[src/rtl/phase_step_filter.sv]
module phase_step_filter #(
  parameter int NBITS       = 7,
  parameter int OVS         = 3,
  parameter int VOTES       = 3,
  parameter int LOCK_CYCLES = 16
) (
  input  logic                               clk,
  input  logic                               rst_n,
  input  logic                               vote_valid,
  input  logic                               vote_up,
  input  logic                               vote_down,
  input  logic [NBITS*OVS-1:0]               samples,
  output logic [$clog2(NBITS*OVS)-1:0]       phase_sel,
  output logic [NBITS-1:0]                   data_out,
  output logic                               locked
);
  localparam int NPH = NBITS * OVS;
  localparam int PW  = $clog2(NPH);
  localparam int VW  = $clog2(VOTES + 1);
  localparam int LW  = $clog2(LOCK_CYCLES + 1);
  localparam int MID = OVS / 2;
  localparam logic [PW-1:0] PH_LAST  = PW'(NPH - 1);
  localparam logic [VW-1:0] RUN_LAST = VW'(VOTES - 1);
  localparam logic [LW-1:0] QUIET_MAX = LW'(LOCK_CYCLES);

  logic [VW-1:0] up_run, dn_run;
  logic [LW-1:0] quiet;
  logic [NBITS-1:0] centre;

  wire up_only = vote_up & ~vote_down;
  wire dn_only = vote_down & ~vote_up;
  wire step_up = vote_valid & up_only & (up_run == RUN_LAST);
  wire step_dn = vote_valid & dn_only & (dn_run == RUN_LAST);
  wire step    = step_up | step_dn;

  assign locked = (quiet == QUIET_MAX);

  always_ff @(posedge clk or negedge rst_n) begin
    if (!rst_n) begin
      up_run <= '0;
      dn_run <= '0;
    end else if (vote_valid) begin
      up_run <= (up_only && !step_up) ? up_run + VW'(1) : '0;
      dn_run <= (dn_only && !step_dn) ? dn_run + VW'(1) : '0;
    end
  end

  always_ff @(posedge clk or negedge rst_n) begin
    if (!rst_n)
      phase_sel <= '0;
    else if (step_up)
      phase_sel <= (phase_sel == '0) ? PH_LAST : phase_sel - PW'(1);
    else if (step_dn)
      phase_sel <= (phase_sel == PH_LAST) ? '0 : phase_sel + PW'(1);
  end

  always_ff @(posedge clk or negedge rst_n) begin
    if (!rst_n)
      quiet <= '0;
    else if (vote_valid) begin
      if (step)
        quiet <= '0;
      else if (!locked)
        quiet <= quiet + LW'(1);
    end
  end

  for (genvar k = 0; k < NBITS; k++) begin : g_centre
    logic [PW:0] sum, pick;
    assign sum  = {1'b0, phase_sel} + (PW+1)'(k * OVS + MID);
    assign pick = (sum >= (PW+1)'(NPH)) ? sum - (PW+1)'(NPH) : sum;
    assign centre[k] = samples[pick[PW-1:0]];
  end

  always_ff @(posedge clk or negedge rst_n) begin
    if (!rst_n)
      data_out <= '0;
    else if (vote_valid)
      data_out <= centre;
  end
endmodule

[config.mk]
export PLATFORM = sky130hd
export DESIGN_NAME = phase_step_filter
export DESIGN_NICKNAME = d
export VERILOG_FILES = /design/src/rtl/phase_step_filter.sv
export SDC_FILE = /design/constraint.sdc
export NUM_CORES = 1
export LEC_CHECK = 0
export BUFFER_PORTS_ARGS = -buffer_cell sky130_fd_sc_hd__buf_2
export CAP_MARGIN = 20
export CORE_MARGIN = 4
export CORE_UTILIZATION = 47
export CTS_CLUSTER_SIZE = 40
export DETAILED_ROUTE_END_ITERATION = 10
export SLEW_MARGIN = 30
export SYNTH_ARGS = -nofsm -noshare
export SYNTH_HDL_FRONTEND = slang
export SYNTH_SLANG_ARGS = --single-unit
[constraint.sdc]
create_clock -name clk -period 6.7 [get_ports clk]
set_input_delay 1.005 -clock clk [delete_from_list [all_inputs] [get_ports clk]]
set_output_delay 1.005 -clock clk [all_outputs]
set_load 0.03 [all_outputs]
# Word level (Yosys, flattened, before mapping)
# Index checks and enable logic that the tools add are counted.
# op_classes
add_sub_neg,19
magnitude_cmp,14
eq_ne,5
n_mux,29
n_bitwise,9
reduce_logical,7
# ops
cell,n
5-bit 2-to-1 mux,13
"6-bit by 5-bit greater-or-equal comparator with 1-bit output, second input constant",7
"5-bit by 6-bit < comparator with 1-bit output, second input constant",7
1-bit binary-select mux with 5-bit select,7
"5-bit subtractor, second input constant",7
"5-bit by 3-bit adder with 6-bit output, second input constant",2
"5-bit by 4-bit adder with 6-bit output, second input constant",2
"5-bit by 5-bit adder with 6-bit output, second input constant",2
"5-bit by 1-bit adder with 5-bit output, second input constant",2
"5-bit == test, second input constant",2
1-bit 2-to-1 mux,7
"5-bit by 1-bit adder with 6-bit output, second input constant",1
1-bit bitwise AND,6
5-bit logical NOT,1
"5-bit by 1-bit subtractor with 5-bit output, second input constant",1
"2-bit by 1-bit adder with 2-bit output, second input constant",2
"2-bit == test, second input constant",2
2-bit 2-to-1 mux,2
1-bit logical AND,2
1-bit logical NOT,2
"2-bit by 1-bit inequality test with 1-bit output, second input constant",1
1-bit inverter,2
2-bit AND reduction,1
2-bit nonzero test,1
1-bit OR,1
# totals
reg_bits,21
input_bits,26
output_inout_bits,13
elab_cells,88

# Depth between registers and ports, before layout
# Gate-level depths: netlist of the first run.
# logic_depth
depth_word,7
depth_mapped,16
mapped_depth_nobuf,10

# Worst setup path after synthesis of the first run
# No wires, ideal clock.
# synth_timing
path_type,register -> register
startpoint,register phase_sel[0]
endpoint,register data_out[2]
setup_ps,124
t_arrival_ps,3713
t_required_ps,6576
slack_ps,2863
path_stages_with_launch,15
path_buffers,4
synth_period_minus_slack_ps,3837
path_cell_list,dfrtp_1 buf_4 inv_1 buf_2 buf_1 ha_1 buf_4 xnor2_2 o211ai_1 a21o_2 nand2_2 mux4_2 and4b_1 a31o_1 a211o_1
# synth_via
elab_chain_cells,5
word_cells_on_any_way,6
cone_classes,2 x add/sub; 1 x order compare; 3 x mux
# synth_rtl
item,line,text
start: declaration,13,"output logic [$clog2(NBITS*OVS)-1:0] phase_sel,"
start signal: assignment,52,phase_sel <= (phase_sel == '0) ? PH_LAST : phase_sel - PW'(1);
start signal: assignment,54,phase_sel <= (phase_sel == PH_LAST) ? '0 : phase_sel + PW'(1);
5-bit by 3-bit adder with 6-bit output *,70,"assign sum = {1'b0, phase_sel} + (PW+1)'(k * OVS + MID);"
5-bit subtractor / 6-bit by 5-bit greater-or-equal comparator with 1-bit output (equally long branches),71,assign pick = (sum >= (PW+1)'(NPH)) ? sum - (PW+1)'(NPH) : sum;
5-bit 2-to-1 mux *,71,
1-bit binary-select mux with 5-bit select *,72,assign centre[k] = samples[pick[PW-1:0]];
1-bit 2-to-1 mux (implied by the code) *,72,
end signal: assignment,79,data_out <= centre;
end: declaration,14,"output logic [NBITS-1:0] data_out,"
# Every way passes the cells marked *; elsewhere a longest branch is shown, timed or not. The select of a mux whose other input is x is not followed.
# A chain may end at the register's enable or synchronous reset.

# Worst setup path after layout of the first run
# layout_timing
startpoint,register phase_sel[1]
endpoint,register data_out[0]
# layout_via
elab_chain_cells,5
word_cells_on_any_way,6
cone_classes,2 x add/sub; 1 x order compare; 3 x mux
# layout_rtl
item,line
5-bit by 1-bit adder with 6-bit output *,70
5-bit subtractor / 6-bit by 5-bit greater-or-equal comparator with 1-bit output (equally long branches),71
5-bit 2-to-1 mux *,71
1-bit binary-select mux with 5-bit select *,72
1-bit 2-to-1 mux (implied by the code) *,72
# Marked as above.

==> flow_summary.json, run 1 <==
{
  "status": "completed",
  "syn_nets": 690,
  "crit_fanout": 24,
  "initial_core_util_pct": 48.11,
  "mostFrequentLayoutCells": "nand2_1, a21oi_1, mux2i_1",
  "synth-async-reset-ratio_pct": 100.0,
  "grt_pass1_vias": 5081,
  "period_minus_slack_ns": 4.633,
  "crit_path_start_kind": "flip-flop",
  "cts-root-buf": "clkbuf_8",
  "grt_max_degree": 64,
  "drtAntennaViolNets": 0,
  "finalHoldViolCount": 0,
  "powerDensity_nw_per_um2": 436.2,
  "required_ns": 6.90,
  "fin_nets": 686,
  "reg2reg_depth": 7,
  "wl_per_cell_microns": 23.27,
  "cp_cell_sequence": "inv_1 -> ha_1 -> clkinv_1 -> mux4_2 -> a2111oi_1 -> a2111oi_1 -> a221o_1",
  "end_kind": "flip-flop",
  "cp_data_arrival_time_ns": 4.83,
  "ys_warn_count": 0,
  "hp-class": "flip-flop to flip-flop",
  "avgSynthCellArea_sq_um": 7.690,
  "post-dp-hpwl_microns": 12830,
  "fp.dieW_microns": 110.6,
  "drt_iter0_markers": 525,
  "critPathKind": "flip-flop to flip-flop",
  "ir_worst_vdd_mv": 0.2101,
  "cts_hold_buf": 0,
  "fin_cells": 774,
  "drc": 0,
  "setup_violations": 0,
  "stdcell_area_sq_um": 5152,
  "fmax_ghz": 0.2158,
  "vias_per_cell": 6.995,
  "ys_types": 93,
  "rsz0062_at_grt": "no",
  "antenna_found_initial": 0,
  "drv_cap": 0,
  "syn-cell-area_sq_um": 4945,
  "p_leak_nw": 2.084,
  "ys_seq_area_share_pct": 10.63,
  "synth_top_cell_by_area": "dfrtp_1",
  "n_antenna_cell": 0,
  "cpMostUsedCell": "a2111oi_1",
  "insertion_delay_ns": 0.30,
  "core-area_sq_um": 10280,
  "dp.cells": 770,
  "maxSlewHeadroom_pct": 38.29,
  "clk_pin_slew_ns": 0.13,
  "row_count": 37,
  "vias": 5414,
  "die-area_sq_um": 12230,
  "min_period_over_period_pct": 69.15,
  "io_pins": 39,
  "port_buffers": 38,
  "syn_inst": 643,
  "grt_pass1_wl_microns": 28520,
  "dr.pass1.iters": 5,
  "slew_viol_final": 0,
  "synth-seq-cells": 21,
  "routabilityCongestion": 0.9472,
  "drive_gt1_share_pct": 17.24,
  "gr-usage-all-layers_pct": 28.35,
  "synth-main-ff-cell": "dfrtp_1",
  "cts_resized": 0,
  "cp_slowest_cell": "clkinv_1",
  "cts_tree": "done",
  "holdWs_ns": 0.5023,
  "whs_path_depth": 1,
  "worst_pin_slew_ns": 0.9257,
  "synth_edf_count": 0,
  "cts_buffers": 3,
  "yosysTopAreaCellShare_pct": 10.63,
  "ctsLongestPathBuffers": 2,
  "place_area_sq_um": 5099,
  "numClockSinks": 21,
  "h-tree-depth": 1,
  "wl_microns": 18010,
  "fin_skew_ns": 0.02918,
  "power_w": 0.002248,
  "synth_area_leaders": "dfrtp_1, mux2i_1, mux4_2, a21oi_1, ha_1",
  "slowest_delay_ns": 0.93,
  "die_y_microns": 110.6,
  "cts_setup_buffers": 0,
  "fin_tns_setup_ns": 0,
  "grt-ovfl-total": 0,
  "area_growth_pct": 4.200
}
-- Yosys cell counts (5+ instances only) --
| library cell | count |
|---|---|
| a211o_1 | 5 |
| a211oi_1 | 17 |
| a21o_1 | 8 |
| a21oi_1 | 53 |
| a31oi_1 | 7 |
| buf_1 | 7 |
| buf_2 | 9 |
| buf_4 | 7 |
| clkbuf_1 | 27 |
| dfrtp_1 | 21 |
| ha_1 | 21 |
| inv_1 | 17 |
| mux2_2 | 7 |
| mux2i_1 | 43 |
| mux4_2 | 15 |
| nand2_1 | 53 |
| nand2b_1 | 11 |
| nand3_1 | 37 |
| nand4_1 | 8 |
| nor2_1 | 39 |
| nor2b_1 | 11 |
| nor3_1 | 13 |
| o211ai_1 | 10 |
| o21ai_0 | 32 |
| o21ai_1 | 6 |
| o22ai_1 | 8 |
| or2_2 | 7 |
| xnor2_1 | 17 |
| xor2_1 | 5 |
-- stage by stage --
| step | utilization [%] | worst slack (ns) |
|---|---|---|
| 4_1_cts | 50.09 | 2.200 |
| 5_1_grt | 50.13 | 1.840 |
| 6_report | 50.13 | 2.067 |
| 2_1_floorplan | - | 2.863 |
| 3_3_place_gp | 49.55 | 2.463 |
| 3_5_place_dp | 49.61 | 2.215 |
-- state kept, by name (all words and copies together) (netlist names) --
| register | count |
|---|---|
| dn_run | 2 |
| up_run | 2 |
| quiet | 5 |
| phase_sel | 5 |
| data_out | 7 |
-- power breakdown --
part           leakage, nW  total [W]  switching, W  internal, W
logic                 1.80    0.00193       0.00119     0.000741
clock network       0.0217   0.000105     0.0000622    0.0000424
registers            0.259   0.000214     0.0000412     0.000173
-- per-layer routing --
| metal | wire length, microns | vias up | global-route usage, % |
|---|---|---|---|
| met3 | 1601 | 61 | 5.479 |
| met5 | 0 | - | 0 |
| li1 | - | 2449 | - |
| met1 | 7531 | 2595 | 38.00 |
| met4 | 744 | 0 | 10.10 |
| met2 | 8133 | 309 | 45.39 |
-- logic make-up (layout without fill, tap and decap cells) --
group                      count (synthesis)  in the layout  synth area share, %
DFF                                       21             21                10.63
buffers and inverters                     72             67                6.680
AOI/OAI and AO/OA                        221            221                31.73
adders and majority gates                 21             21                5.314
and+or+nand+nor                          216            216                22.75
xor gates and xnor gates                  27             27                5.769
muxes                                     65             65                17.13
-- area by class of cell --
| type | instances | area [sq um] |
|---|---|---|
| fillers | 1044 | 5125 |
| clock inverters | 1 | 7.507 |
| flip-flops and latches | 21 | 526.8 |
| inverters | 19 | 71.32 |
| repair buffers | 44 | 235.2 |
| multi-input cells | 550 | 4100 |
| clock buffers | 3 | 41.29 |
| well taps | 136 | 170.2 |
-- critical path, delay by kind of cell, from the launching register on --
family                   cells  cell delay [ns]
multiplexers                 1             0.76
flip-flops                   1             0.70
AO/OA/AOI/OAI                3             0.98
adder cells (fa/ha/maj)      1             0.84
buffers and inverters        2             1.23
-- worst paths after layout --
| check | startpoint | end | slack, ns |
|---|---|---|---|
| min | dn_run[1] | dn_run[1] | 0.50 |
| min reg2reg | dn_run[1] | dn_run[1] | 0.50 |
| max reg2reg | phase_sel[1] | data_out[0] | 2.07 |
| min in group asynchronous | rst_n | data_out[5] | 0.69 |
| max in group asynchronous | rst_n | phase_sel[0] | 5.53 |
| max | phase_sel[1] | data_out[0] | 2.07 |
Power figures use the tool's default switching activity.
==> inputs of run 2 (changes only) <==
==> constraint.sdc (replaced) <==
create_clock -name clk -period 4.8 [get_ports clk]
set_input_delay 0.72 -clock clk [delete_from_list [all_inputs] [get_ports clk]]
set_output_delay 0.72 -clock clk [all_outputs]
set_load 0.03 [all_outputs]
==> flow_summary.json, run 2 (synthesis results as in run 1) <==
{
  "insertion_delay_ns": 0.30,
  "p_int_w": 0.001349,
  "port_buffers": 38,
  "cts_tree": "done",
  "die_y_microns": 110.6,
  "fin_nets": 692,
  "crit_fanout": 15,
  "fin_skew_ns": 0.001770,
  "finalHoldViolCount": 0,
  "wl_microns": 18680,
  "finish.utilization_pct": 50.50,
  "row_count": 37,
  "cts_buffers": 3,
  "drc": 0,
  "cts_hold_buf": 0,
  "p_clk_share_pct": 4.8,
  "slew_viol_final": 0,
  "setup_violations": 0,
  "h-tree-depth": 1,
  "rrSetupSlack_ns": 0.83,
  "fmax_ghz": 0.2521,
  "p_switching_w": 0.001834,
  "vias_per_cell": 6.874,
  "grt-ovfl-total": 0,
  "clk_pin_slew_ns": 0.12,
  "largest_reg_flops": 7,
  "area_growth_pct": 4.960,
  "dr.pass1.iters": 5,
  "ir_worst_vdd_mv": 0.3897,
  "n_antenna_cell": 0,
  "critPathKind": "flip-flop to flip-flop",
  "power_frac_comb_pct": 85.8,
  "drive_gt1_share_pct": 17.86,
  "required_ns": 5.01,
  "core-area_sq_um": 10280,
  "place_area_sq_um": 5137,
  "ctsLongestPathBuffers": 2,
  "fp.dieW_microns": 110.6,
  "numClockSinks": 21,
  "crit_path_start_kind": "flip-flop",
  "gr-usage-all-layers_pct": 29.41,
  "wl_per_cell_microns": 23.94,
  "worst_pin_slew_ns": 0.8682,
  "stdcell_area_sq_um": 5190,
  "cp_data_arrival_time_ns": 4.17,
  "r2r-end": "data_out[6]",
  "cts_resized": 0,
  "vias": 5362,
  "holdWs_ns": 0.3992,
  "drt_iter0_markers": 519,
  "largest-register": "data_out",
  "period_minus_slack_ns": 3.967,
  "cts-root-buf": "clkbuf_8",
  "antenna_found_initial": 0,
  "r2r_start": "phase_sel[1]",
  "rsz0062_at_grt": "no",
  "status": "completed",
  "min_period_over_period_pct": 82.65,
  "mostFrequentLayoutCells": "nand2_1, a21oi_1, mux2i_1",
  "end_kind": "flip-flop",
  "reg2reg_depth": 10,
  "fin_tns_setup_ns": 0,
  "cts_setup_buffers": 0,
  "grt_pass1_vias": 5027,
  "maxSlewHeadroom_pct": 41.95,
  "p_sw_share_pct": 57.63,
  "drv_cap": 0,
  "drtAntennaViolNets": 0,
  "reg_top3": "data_out: 7 flops, phase_sel: 5 flops, quiet: 5 flops",
  "grt_max_degree": 37,
  "p_leak_nw": 2.116,
  "initial_core_util_pct": 48.11,
  "die-area_sq_um": 12230,
  "io_pins": 39,
  "grt_pass1_wl_microns": 29160,
  "seq_power_share_pct": 9.4,
  "hp-class": "input pin to asynchronous set/reset pin",
  "powerDensity_nw_per_um2": 613.3,
  "post-dp-hpwl_microns": 13280,
  "routabilityCongestion": 0.9559
}
## run 2: cell type report
| class | instances | area, sq um |
|---|---|---|
| Multi-Input combinational cell | 550 | 4095 |
| Tap cell | 136 | 170.2 |
| Clock buffer | 3 | 41.29 |
| Timing Repair Buffer | 50 | 280.3 |
| Fill cell | 1028 | 5087 |
| Sequential cell | 21 | 526.8 |
| Clock inverter | 1 | 5.005 |
| Inverter | 19 | 71.32 |
## run 2: power groups by stage
| stage | logic, W | registers [W] | clock network (W) |
|---|---|---|---|
| 2_1_floorplan | 0.00200 | 0.000369 | 0 |
| 3_3_place_gp | 0.00264 | 0.000301 | 0 |
| 3_5_place_dp | 0.00266 | 0.000304 | 0 |
| 4_1_cts | 0.00267 | 0.000300 | 0.000151 |
| 5_1_grt | 0.00293 | 0.000313 | 0.000159 |
| 6_report | 0.00273 | 0.000300 | 0.000153 |
## run 2: per-stage QoR
stage	setup WS (ns)	cells	power [W]
after floorplan	0.9631	643	0.002368
after global placement	1.023	776	0.002946
after detailed placement	0.9327	776	0.002961
after CTS	0.8820	780	0.003121
after global routing	0.4902	780	0.003404
final	0.8329	780	0.003183
## run 2: routing by layer
layer	part of all wire, %	wire (microns)	global-route usage (%)	up-vias
li1	-	-	-	2455
met1	43	8050	41.54	2539
met2	43	7940	44.26	309
met3	9.7	1803	4.658	59
met4	4.7	881	12.56	0
met5	0	0	0	-
## run 2: worst max-delay path by stage
stage	cells past startpoint	start	endpoint
final	10	phase_sel[1]	data_out[6]
after global routing	10	phase_sel[1]	data_out[6]
after CTS	10	phase_sel[1]	data_out[6]
after detailed placement	10	phase_sel[1]	data_out[6]
after global placement	9	phase_sel[1]	data_out[0]
after floorplan	14	phase_sel[0]	data_out[2]
## run 2: critical path, stage by stage, from the launching register on
cell and delay [ns]:
dfrtp_1 0.71, inv_1 0.30, ha_1 0.32, a21oi_2 0.20, xnor2_1 0.20, o211ai_2 0.76
a21boi_0 0.38, nand2_1 0.19, nor3_1 0.07, or4_1 0.50, o31ai_1 0.23
